--- config.mk ---
export PLATFORM = sky130hd
export DESIGN_NAME = softstart_pwm
export DESIGN_NICKNAME = d
export VERILOG_FILES = /design/src/rtl/softstart_pwm.sv
export SDC_FILE = /design/constraint.sdc
export NUM_CORES = 1
export LEC_CHECK = 0
export BUFFER_PORTS_ARGS = -buffer_cell sky130_fd_sc_hd__buf_2
export CAP_MARGIN = 20
export CORE_MARGIN = 1.5
export CORE_UTILIZATION = 60
export CTS_BUF_LIST = sky130_fd_sc_hd__clkbuf_4
export DETAILED_ROUTE_END_ITERATION = 8
export PLACE_DENSITY_LB_ADDON = 0.1
export SETUP_SLACK_MARGIN = 0.05
export SYNTH_ARGS = -nofsm -noshare
export SYNTH_HDL_FRONTEND = slang
export SYNTH_SLANG_ARGS = --single-unit
--- constraint.sdc ---
create_clock -name clk -period 28.8 [get_ports clk]
set_clock_uncertainty 0.1 [all_clocks]
set_input_delay 2.88 -clock clk [delete_from_list [all_inputs] [get_ports clk]]
set_output_delay 2.88 -clock clk [all_outputs]
set_load 0.03 [all_outputs]
--- src/rtl/softstart_pwm.sv ---
module softstart_pwm #(
  parameter int CAR_DIV  = 397,
  parameter int GAIN_W   = 12,
  parameter int AUD_W    = 16,
  parameter int BIAS_PER = 64,
  parameter int UP_DIV   = 35,
  parameter int MUTE_DIV = 9,
  parameter int DN_DIV   = 11
) (
  input  logic             clk,
  input  logic             rst,
  input  logic             en,
  input  logic             mute,
  input  logic [AUD_W-1:0] cmd,
  output logic             pwm_p,
  output logic             pwm_n,
  output logic             active,
  output logic             busy
);
  localparam int CW = $clog2(CAR_DIV);
  localparam int PW = AUD_W + GAIN_W + 1;
  localparam int BW = $clog2(BIAS_PER + 1);
  localparam logic [GAIN_W-1:0] GMAX = {GAIN_W{1'b1}};
  localparam logic signed [PW-1:0] HALF = PW'(CAR_DIV / 2);

  typedef enum logic [1:0] {S_OFF, S_BIAS, S_RUN} st_t;
  st_t st;

  logic [CW-1:0] cnt;
  logic [15:0] pre, pre_nxt;
  logic [BW-1:0] bcnt;
  logic [GAIN_W-1:0] gain, gain_nxt, tgt;
  logic [CW:0] duty_p, duty_n;
  logic tick;

  assign tick = (cnt == CW'(CAR_DIV - 1));
  assign tgt = (en && !mute) ? GMAX : '0;
  assign active = (st != S_OFF);
  assign busy = (st == S_BIAS) || (st == S_RUN && gain != tgt);

  always_comb begin
    logic [15:0] div;
    div = (gain < tgt) ? 16'(UP_DIV) : (en ? 16'(MUTE_DIV) : 16'(DN_DIV));
    gain_nxt = gain;
    pre_nxt = pre;
    if (tick && st == S_RUN) begin
      if (gain == tgt) pre_nxt = '0;
      else if (pre >= div - 16'd1) begin
        pre_nxt = '0;
        gain_nxt = (gain < tgt) ? gain + 1'b1 : gain - 1'b1;
      end else pre_nxt = pre + 16'd1;
    end
  end

  logic signed [PW-1:0] prod, off, offc, dp, dn;
  always_comb begin
    prod = $signed({{(PW-AUD_W){cmd[AUD_W-1]}}, cmd}) * $signed(PW'({1'b0, gain_nxt}));
    off = prod >>> GAIN_W;
    offc = (off > HALF) ? HALF : ((off < -HALF) ? -HALF : off);
    dp = HALF + offc;
    dn = HALF - offc;
  end

  always_ff @(posedge clk) begin
    if (rst) begin
      st <= S_OFF;
      cnt <= '0;
      pre <= '0;
      bcnt <= '0;
      gain <= '0;
      duty_p <= '0;
      duty_n <= '0;
      pwm_p <= 1'b0;
      pwm_n <= 1'b0;
    end else begin
      cnt <= tick ? '0 : cnt + 1'b1;
      gain <= gain_nxt;
      pre <= pre_nxt;
      if (tick) begin
        duty_p <= dp[CW:0];
        duty_n <= dn[CW:0];
      end
      pwm_p <= active && ({1'b0, cnt} < duty_p);
      pwm_n <= active && ({1'b0, cnt} < duty_n);
      case (st)
        S_OFF: if (en) begin
          st <= S_BIAS;
          bcnt <= '0;
        end
        S_BIAS: begin
          if (!en) st <= S_OFF;
          else if (tick) begin
            if (bcnt == BW'(BIAS_PER - 1)) begin
              st <= S_RUN;
              pre <= '0;
            end
            bcnt <= bcnt + 1'b1;
          end
        end
        default: if (!en && gain == '0) st <= S_OFF;
      endcase
    end
  end
endmodule


**Yosys cells after proc, flatten, opt, wreduce, memory -nomap -nowiden**

Index checks and enable logic that the tools add are counted.

- Register bits: 68

- Add/subtract/negate cells: 8
- Multiply operators: 1
- $lt $le $gt $ge: 6
- Eq/ne operators: 11
- Muxes and demuxes: 26
- Reductions and logical operators: 17

Operators by type and width:

| operator | number |
|---|---|
| $mux W16 | 7 |
| $mux W12 | 5 |
| $mul A16 B13 Y29 | 1 |
| $mux W7 | 3 |
| $lt A9 B10 Y1 | 2 |
| $mux W10 | 2 |
| $gt A17 B9 Y1 const B | 1 |
| $lt A17 B9 Y1 const B | 1 |
| $add A16 B1 Y16 const B | 1 |
| $ge A16 B16 Y1 | 1 |
| $pmux W7 S2 | 1 |
| $add A12 B1 Y12 const B | 1 |
| $eq A12 B12 Y1 | 1 |
| $logic_not A12 Y1 | 1 |
| $lt A12 B12 Y1 | 1 |
| $mux W2 | 6 |
| $ne A12 B12 Y1 | 1 |
| $sub A12 B1 Y12 const B | 1 |
| $add A9 B10 Y10 const A | 1 |
| $sub A9 B10 Y10 const A | 1 |
| $add A9 B1 Y9 const B | 1 |
| $eq A9 B9 Y1 const B | 1 |
| $reduce_and A4 Y1 | 2 |
| $add A7 B1 Y7 const B | 1 |
| 16 further kinds | 25 |

**Depth between registers and ports, before layout**

Gate-level depths: netlist (run 1).

- Depth in word-level cells: 15
- Mapped depth: 55

**Worst setup path before layout (run 1)**

Ideal clock, no wire load.

- Path type: in2reg
- From: input port mute
- To: register duty_n[5]
- Library setup time: 0.076 ns
- Arrival: 13.986 ns
- Required time: 28.624 ns
- Setup slack: 14.638 ns
- Cell stages on the path: 52
- Buffers on the path: 2
- Cells stage by stage: nand2b_1 > ha_1 > nor2b_1 > o21ai_0 > nand2b_1 > a21oi_1 > nor2_1 > a211oi_1 > o21ai_0 > ha_1 > a21o_1 > a21oi_1 > o21ai_0 > a21oi_1 > o21ai_0 > a21oi_1 > o21bai_1 > a2111oi_0 > [16 not listed] > and4_1 > and4_1 > nand3_1 > mux2i_1 > nor2_1 > xnor2_1 > a2111oi_0 > o2111ai_2 > and2_4 > nor2_2 > o21ai_0 > ha_1 > a21bo_2 > o21ai_0 > nor2_1 > xnor2_1 > nand2_1 > o22ai_1

- Cells in the longest elaborated chain, start to end: 15

Ends and longest elaborated chain:

| item | RTL line | text |
|---|---|---|
| start: declaration | 13 | `input logic mute,` |
| $logic_not A1 Y1 (*) | 37 | `assign tgt = (en && !mute) ? GMAX : '0;` |
| $logic_and A1 B1 Y1 (*) | 37 |  |
| $mux W12 (*) | 37 |  |
| $lt A12 B12 Y1 | 43, 50 |  |
| $mux W6 | 43 | `div = (gain < tgt) ? 16'(UP_DIV) : (en ? 16'(MUTE_DIV) : 16'(DN_DIV));` |
| $sub A6 B1 Y7 | 48 | `else if (pre >= div - 16'd1) begin` |
| $ge A16 B16 Y1 | 48 |  |
| $mux W12 | 48 |  |
| $mux W12 (*) | 47 | `if (gain == tgt) pre_nxt = '0;` |
| $mux W12 (*) | 46 | `if (tick && st == S_RUN) begin` |
| $mul A16 B13 Y29 (*) | 57 | `prod = $signed({{(PW-AUD_W){cmd[AUD_W-1]}}, cmd}) * $signed(PW'({1'b0, gain_nxt}));` |
| $lt A17 B9 Y1 | 59 | `offc = (off > HALF) ? HALF : ((off < -HALF) ? -HALF : off);` |
| $mux W10 | 59 |  |
| $mux W10 (*) | 59 |  |
| $sub A9 B10 Y10 (*) | 61 | `dn = HALF - offc;` |
| end signal: assignment | 81 | `duty_n <= dn[CW:0];` |
| end: declaration | 33 | `logic [CW:0] duty_p, duty_n;` |

Mark *: on every way between the ends. The rest lies on a longest branch, timed or not.
A chain may end at the register's enable or synchronous reset.

**Worst setup path in the final report (run 1)**

Ends and elaborated chain as after synthesis.

==> metrics.md, run 1 <==
| Metric | Value |
|---|---|
| Outcome | complete, no violations |
| Die H | 144 um |
| WHS | 0.365 ns |
| Crit Path Max Fanout | 18 |
| EDFF count, synth | 0 |
| CTS root buffer | clkbuf_4 |
| # port buffers | 23 |
| First-pass GRT wire length | 44.4 mm |
| Average cell area after synthesis | 8.29 sq um |
| Placed cells | 1687 |
| RSZ-0062 raised after global routing | false |
| DRT Pass-1 Iters | 5 |
| Max frequency | 69.5 MHz |
| Post-Synthesis Cells | 1437 |
| Row count | 51 |
| Synth unique cells | 65 |
| Num CTS Buffers | 9 |
| Data required, critical path | 29.04 ns |
| FILL cells | 1671 |
| Commonest non-fill, non-tap cells in the layout | inv_1 (269), fa_1 (178), nand2_1 (147) |
| Post-cts sizing count | 0 |
| Routed wl met2 | 12.6 mm |
| Crit-path max cell delay | 0.63 ns |
| Met1 wire length | 12.2 mm |
| Core area | 19500 sq um |
| Ports | 24 |
| Gpl congestion | 0.908 |
| Vias in the first global route | 9419 |
| Worst setup EP type | flop |
| Pin count of the biggest net entering global routing | 42 |
| GRT Overall Usage | 26.8% |
| Cts hold-fix bufs | 0 |
| # H-tree levels | 3 |
| DIE AREA | 20700 sq um |
| Delay-heaviest family, CP | compound AO/OA/AOI/OAI gates |
| Met3 wire length | 770 um |
| Buf/Inv on CP | 5 |
| Setup CP Type | primary input to flop |
| Ys flop type | dfxtp_1 |
| DRT Wirelength | 25.9 mm |
| Total grt overflow | 0 |
| Initial antenna violation count | 1 |
| Final antenna-violating net count | 0 |
| Ys Warns | 0 |
| Critical Path Source Type | primary input |
| DRC | 0 |
| Slew @ Worst Pin | 0.870 ns |
| Post-synth ARST share | 0% |
| Uppermost layer routed | met4 |
| Cell Pwr Density | 15.3 nW/um^2 |
| Final setup fails | 0 |
| HP Class | flop to flop |
| HPWL Detailed | 21.5 mm |
| Avg Vias per Cell | 5.44 |
| Iter 0 DRT Violations | 423 |
| CTS tree | built |
| Net Count, Synth | 1745 |
| Finished Layout Cells | 1704 |
| Sequential area share after synthesis | 11.3% |
| Max-slew headroom | 42.0% |
| Final net count | 1741 |
| Final WS setup | 14.41 ns |
| Synthesized area | 11900 sq um |
| Max-Cap Viols | 0 |
| Area grow syn2layout | 4.63% |
| Clock-pin slew on the worst setup and hold paths | 0.11 ns |
| Period utilization | 50.0% |
| Worst path slowest cell | xnor2_1 |
| Clk Latency, worst-skew pair | 0.42 ns |
| Routed WL per cell | 15.2 um |
| Commonest non-fill, non-tap cell in the layout | inv_1 |
| Die width | 144 um |
| CTS max path bufs | 2 |
| Synthesized flop and latch total | 67 |
| Layout cells sized above 1 | 5.01% |
| Sink Count | 67 |
| Maximum vdd ir drop | 15.3 uV |
| Final Hold Viols | 0 |
| Starting Density | 61.2% |
| Pre-CTS setup slack | 14.11 ns |
| Minimum clock period | 14.39 ns |
| Setup bufs post-CTS | 0 |
| Final Slew Violations | 0 |
| Leakage | 6.08 nW |
| WP data arrival | 14.63 ns |
| Setup TNS | 0 ns |
| Vias | 9274 |
area by class of cell:
class | count | area [sq um] | share of cell area (%)
clock inverter | 7 | 115 | 0.924
tap | 265 | 332 | 2.66
antenna | 1 | 2.50 | 0.0201
sequential | 67 | 1340 | 10.8
inverter | 269 | 1010 | 8.10
multi-input combinational | 1047 | 9360 | 75.1
clock buffer | 9 | 67.6 | 0.542
timing repair buffer | 39 | 235 | 1.89
report_power, final:
group          internal (W)   total, W  switching [W]  leakage [nW]
clock             0.0000438  0.0000790      0.0000351        0.0956
sequential        0.0000932  0.0000941    0.000000947         0.540
combinational    0.00000669  0.0000181      0.0000114          5.44
logic make-up after synthesis:
family	after synthesis	share of synthesized area, %
and+or+nand+nor	497	21.5
buffers and inverters	323	10.2
adders and majority gates	288	41.5
AOI/OAI and AO/OA	204	11.1
DFF	67	11.3
xor gates and xnor gates	46	3.38
muxes	12	1.05
state kept, by name (all words and copies together) (netlist names):
signal / flops
st: 2
gain: 12
duty_n: 9
pwm_p: 1
cnt: 9
pwm_n: 1
bcnt: 7
duty_p: 10
pre: 16
cells in the mapped netlist, types with 2 or more instances:
| cell type | n | area [sq um] |
|---|---|---|
| inv_1 | 269 | 1010 |
| fa_1 | 178 | 3560 |
| nand2_1 | 147 | 552 |
| ha_1 | 110 | 1380 |
| nor2_1 | 77 | 289 |
| dfxtp_1 | 67 | 1340 |
| and2_1 | 64 | 400 |
| nor2b_1 | 63 | 394 |
| a21oi_1 | 58 | 290 |
| clkbuf_1 | 52 | 195 |
| o21ai_0 | 41 | 205 |
| nand3_1 | 25 | 125 |
| xnor2_1 | 25 | 219 |
| a21o_1 | 23 | 173 |
| nand4_1 | 23 | 144 |
| nand2b_1 | 22 | 138 |
| nor3_1 | 21 | 105 |
| xor2_1 | 21 | 184 |
| a211oi_1 | 15 | 113 |
| or3_1 | 13 | 81.3 |
| nor4_1 | 12 | 75.1 |
| and3_1 | 11 | 68.8 |
| mux2i_1 | 10 | 100 |
| o31ai_1 | 9 | 67.6 |
| o21ai_1 | 8 | 40.0 |
| o21bai_1 | 7 | 52.6 |
| a31oi_1 | 4 | 25.0 |
| o211ai_1 | 4 | 30.0 |
| a21boi_0 | 3 | 22.5 |
| a221oi_1 | 3 | 26.3 |
| and4_1 | 3 | 26.3 |
| o22ai_1 | 3 | 18.8 |
| or2_2 | 3 | 18.8 |
| a2111oi_0 | 2 | 17.5 |
| a211oi_2 | 2 | 25.0 |
| a221o_1 | 2 | 20.0 |
| a22oi_1 | 2 | 15.0 |
| nor4_2 | 2 | 25.0 |
| nor4b_1 | 2 | 17.5 |
| o2111ai_1 | 2 | 17.5 |
| o211a_1 | 2 | 20.0 |
| o21a_1 | 2 | 15.0 |
| o221ai_1 | 2 | 17.5 |
| or4_1 | 2 | 15.0 |
routing by layer:
metal / up-vias / global-route usage (%)
met5: - / 0
met4: 0 / 6.98
met3: 28 / 2.17
met2: 154 / 46.4
met1: 4498 / 36.1
li1: 4594 / -
tightest hold or removal path, cell delays in order (launching register included):
cell and delay (ns):
dfxtp_1 0.33, nand2_1 0.05, a21oi_1 0.05
final timing paths:
path,endpoint,startpoint,slack (ns),cells past startpoint
min reg2reg,duty_p[5],duty_p[5],0.36,2
max reg2reg,duty_n[5],gain[0],16.93,50
max,duty_n[5],mute,14.41,51
min,duty_p[5],duty_p[5],0.36,2
metrics by stage:
step,area (sq um),total power (W),util (%)
5_1_grt,12500,0.000199,64.0
4_1_cts,12500,0.000193,64.0
3_5_place_dp,12300,0.000114,63.1
6_report,12500,0.000191,64.0
2_1_floorplan,11900,0.000108,-
3_3_place_gp,12300,0.000114,63.1
No activity file was read; power rests on OpenSTA's default activity.
==> inputs of run 2 (changes only) <==
--- a/config.mk
+++ b/config.mk
@@ -5,6 +5,7 @@
 export SDC_FILE = /design/constraint.sdc
 export NUM_CORES = 1
 export LEC_CHECK = 0
+export ABC_AREA = 1
 export BUFFER_PORTS_ARGS = -buffer_cell sky130_fd_sc_hd__buf_2
 export CAP_MARGIN = 20
 export CORE_MARGIN = 1.5
==> constraint.sdc (replaced) <==
create_clock -name clk -period 12.19 [get_ports clk]
set_clock_uncertainty 0.1 [all_clocks]
set_input_delay 1.219 -clock clk [delete_from_list [all_inputs] [get_ports clk]]
set_output_delay 1.219 -clock clk [all_outputs]
set_load 0.03 [all_outputs]
==> metrics.md, run 2 <==
| Metric | Value |
|---|---|
| Setup TNS | 0 ns |
| Row count | 50 |
| EDFF count, synth | 0 |
| DRT Pass-1 Iters | 5 |
| FILL cells | 1736 |
| Regs by FF count | pre x16, gain x12, duty_p x10 |
| Post-synth ARST share | 0% |
| Vias in the first global route | 9935 |
| Period utilization | 91.2% |
| Slew @ Worst Pin | 0.664 ns |
| Iter 0 DRT Violations | 533 |
| Maximum vdd ir drop | 35.5 uV |
| Vias | 9903 |
| Net Count, Synth | 1905 |
| Max frequency | 90.0 MHz |
| Die width | 142 um |
| Synthesized area | 11700 sq um |
| DRC | 0 |
| CP most frequent cell | nand2_1 |
| Clk Latency, worst-skew pair | 0.42 ns |
| Post-synth top area share | 30.6% |
| GRT Overall Usage | 29.6% |
| Cts hold-fix bufs | 0 |
| Max-Cap Viols | 0 |
| Core area | 18900 sq um |
| Worst setup EP type | flop |
| Final setup fails | 0 |
| DIE AREA | 20300 sq um |
| Minimum clock period | 11.12 ns |
| Final Slew Violations | 0 |
| Die H | 142 um |
| RSZ-0062 raised after global routing | false |
| Data required, critical path | 12.39 ns |
| Max reg flops | 16 |
| Final Hold Viols | 0 |
| Setup CP Type | primary input to flop |
| CTS tree | built |
| Crit Path Max Fanout | 14 |
| Synthesized flop and latch total | 67 |
| Ys flop type | dfxtp_1 |
| Gpl congestion | 0.947 |
| Routed WL per cell | 14.7 um |
| First-pass GRT wire length | 47.1 mm |
| Area grow syn2layout | 4.97% |
| Num CTS Buffers | 9 |
| CTS root buffer | clkbuf_4 |
| Starting Density | 61.7% |
| Synth Area in Adders | 42.4% |
| Post-Layout Inst Area | 12200 sq um |
| Xor/xnor share of the synthesized area | 1.28% |
| Top cells by area, synth | fa_1 (31%), inv_1 (12%), ha_1 (12%) |
| Sink Count | 67 |
| Commonest non-fill, non-tap cells in the layout | inv_1 (382), nand2_1 (290), nor2_1 (226) |
| HP Class | flop to flop |
| Sequential area share after synthesis | 11.5% |
| Synth unique cells | 45 |
| Ys Warns | 0 |
| Initial antenna violation count | 1 |
| Ports | 24 |
| Final net count | 1930 |
| Simple-gate share of the synthesized area | 23.4% |
| Total grt overflow | 0 |
| Worst path slowest cell | fa_1 |
| Commonest non-fill, non-tap cell in the layout | inv_1 |
| # port buffers | 23 |
| WP data arrival | 11.31 ns |
| Post-Synthesis Cells | 1597 |
| Multiplexer area fraction after synthesis | 0% |
| CTS max path bufs | 2 |
| Leakage | 6.57 nW |
| Compound-Gate Fraction of Synth Area | 8.04% |
| Critical Path Source Type | primary input |
| Max-slew headroom | 55.5% |
| Final antenna-violating net count | 0 |
| Pin count of the biggest net entering global routing | 25 |
| HPWL Detailed | 23.7 mm |
| Top reg by flops | pre |
| Average cell area after synthesis | 7.30 sq um |
| Avg Vias per Cell | 5.25 |
| Layout cells sized above 1 | 5.96% |
| Largest family of logic cells by synthesized area | adder cells |
| Commonest cells in the synthesized netlist | inv_1 (384), nand2_1 (290), nor2_1 (226) |
| Top-count cell post-synth | inv_1 |
| Area after DPL | 12100 sq um |
| Outcome | complete, no violations |
| # H-tree levels | 3 |
| DRT Wirelength | 27.7 mm |
| Cell Pwr Density | 31.9 nW/um^2 |
| Crit-path max cell delay | 0.56 ns |
| Area leader, netlist | fa_1 |
| Clock-pin slew on the worst setup and hold paths | 0.11 ns |
[run 2: layout make-up]
| type | count | area (sq um) | share of cell area [%] |
|---|---|---|---|
| Sequential cell | 67 | 1340 | 11.0 |
| Inverter | 395 | 1490 | 12.2 |
| Timing Repair Buffer | 35 | 205 | 1.68 |
| Clock buffer | 9 | 67.6 | 0.552 |
| Tap cell | 260 | 325 | 2.66 |
| Multi-Input combinational cell | 1114 | 8760 | 71.6 |
| Clock inverter | 7 | 43.8 | 0.358 |
| Antenna cell | 1 | 2.50 | 0.0204 |
[run 2: kinds of logic (layout without fill, tap and decap cells)]
group,Yosys count,count (layout)
buf+inv,416,446
other cells,0,1
compound gates,164,164
simple gates,645,645
flops,67,67
xor+xnor,17,17
fa+ha+maj,288,288
[run 2: final timing paths]
path / startpoint / end / slack [ns] / cells past startpoint
worst max-delay path: en / duty_n[8] / 1.07 / 61
worst min-delay path: duty_p[9] / duty_p[9] / 0.35 / 2
worst max register to register: gain[7] / duty_n[8] / 2.06 / 57
worst min register to register: duty_p[9] / duty_p[9] / 0.35 / 2
[run 2: stage by stage]
| stage | hold slack, ns | cells | total power (W) | setup slack (ns) | util [%] |
|---|---|---|---|---|---|
| floorplan | 0.316 | 1597 | 0.000252 | 1.82 | - |
| global placement | 0.326 | 1869 | 0.000268 | 0.488 | 64.0 |
| detailed placement | 0.333 | 1869 | 0.000268 | 0.276 | 64.0 |
| CTS | 0.350 | 1885 | 0.000392 | 0.695 | 64.6 |
| global route | 0.383 | 1888 | 0.000408 | 0.153 | 64.8 |
| finish | 0.349 | 1888 | 0.000390 | 1.07 | 64.8 |
[run 2: metal layers]
| layer | up-vias | GRT usage [%] | part of all wire, % |
|---|---|---|---|
| li1 | 4878 | - | - |
| met1 | 4688 | 37.4 | 43 |
| met2 | 275 | 53.6 | 50 |
| met3 | 62 | 2.73 | 4.7 |
| met4 | 0 | 9.60 | 3.0 |
| met5 | - | 0 | 0 |
[run 2: timing repair]
action | in CTS | in global routing
resized for setup | 0 | 4
endpoints found under the setup margin | 0 | 16
buffers inserted | 0 | 2
[run 2: power breakdown]
| part | leakage [nW] | internal (W) | switching [W] | total [W] |
|---|---|---|---|---|
| combinational | 5.97 | 0.0000114 | 0.0000307 | 0.0000420 |
| clock | 0.0635 | 0.0000411 | 0.0000847 | 0.000126 |
| sequential | 0.541 | 0.000220 | 0.00000173 | 0.000222 |
| total | 6.57 | 0.000273 | 0.000117 | 0.000390 |
[run 2: critical path, delay by kind of cell]
| family | cells | cell delay [ns] |
|---|---|---|
| fa+ha+maj | 9 | 3.62 |
| compound gates | 14 | 2.15 |
| xor+xnor | 1 | 0.24 |
| buf+inv | 12 | 1.33 |
| simple gates | 25 | 2.72 |
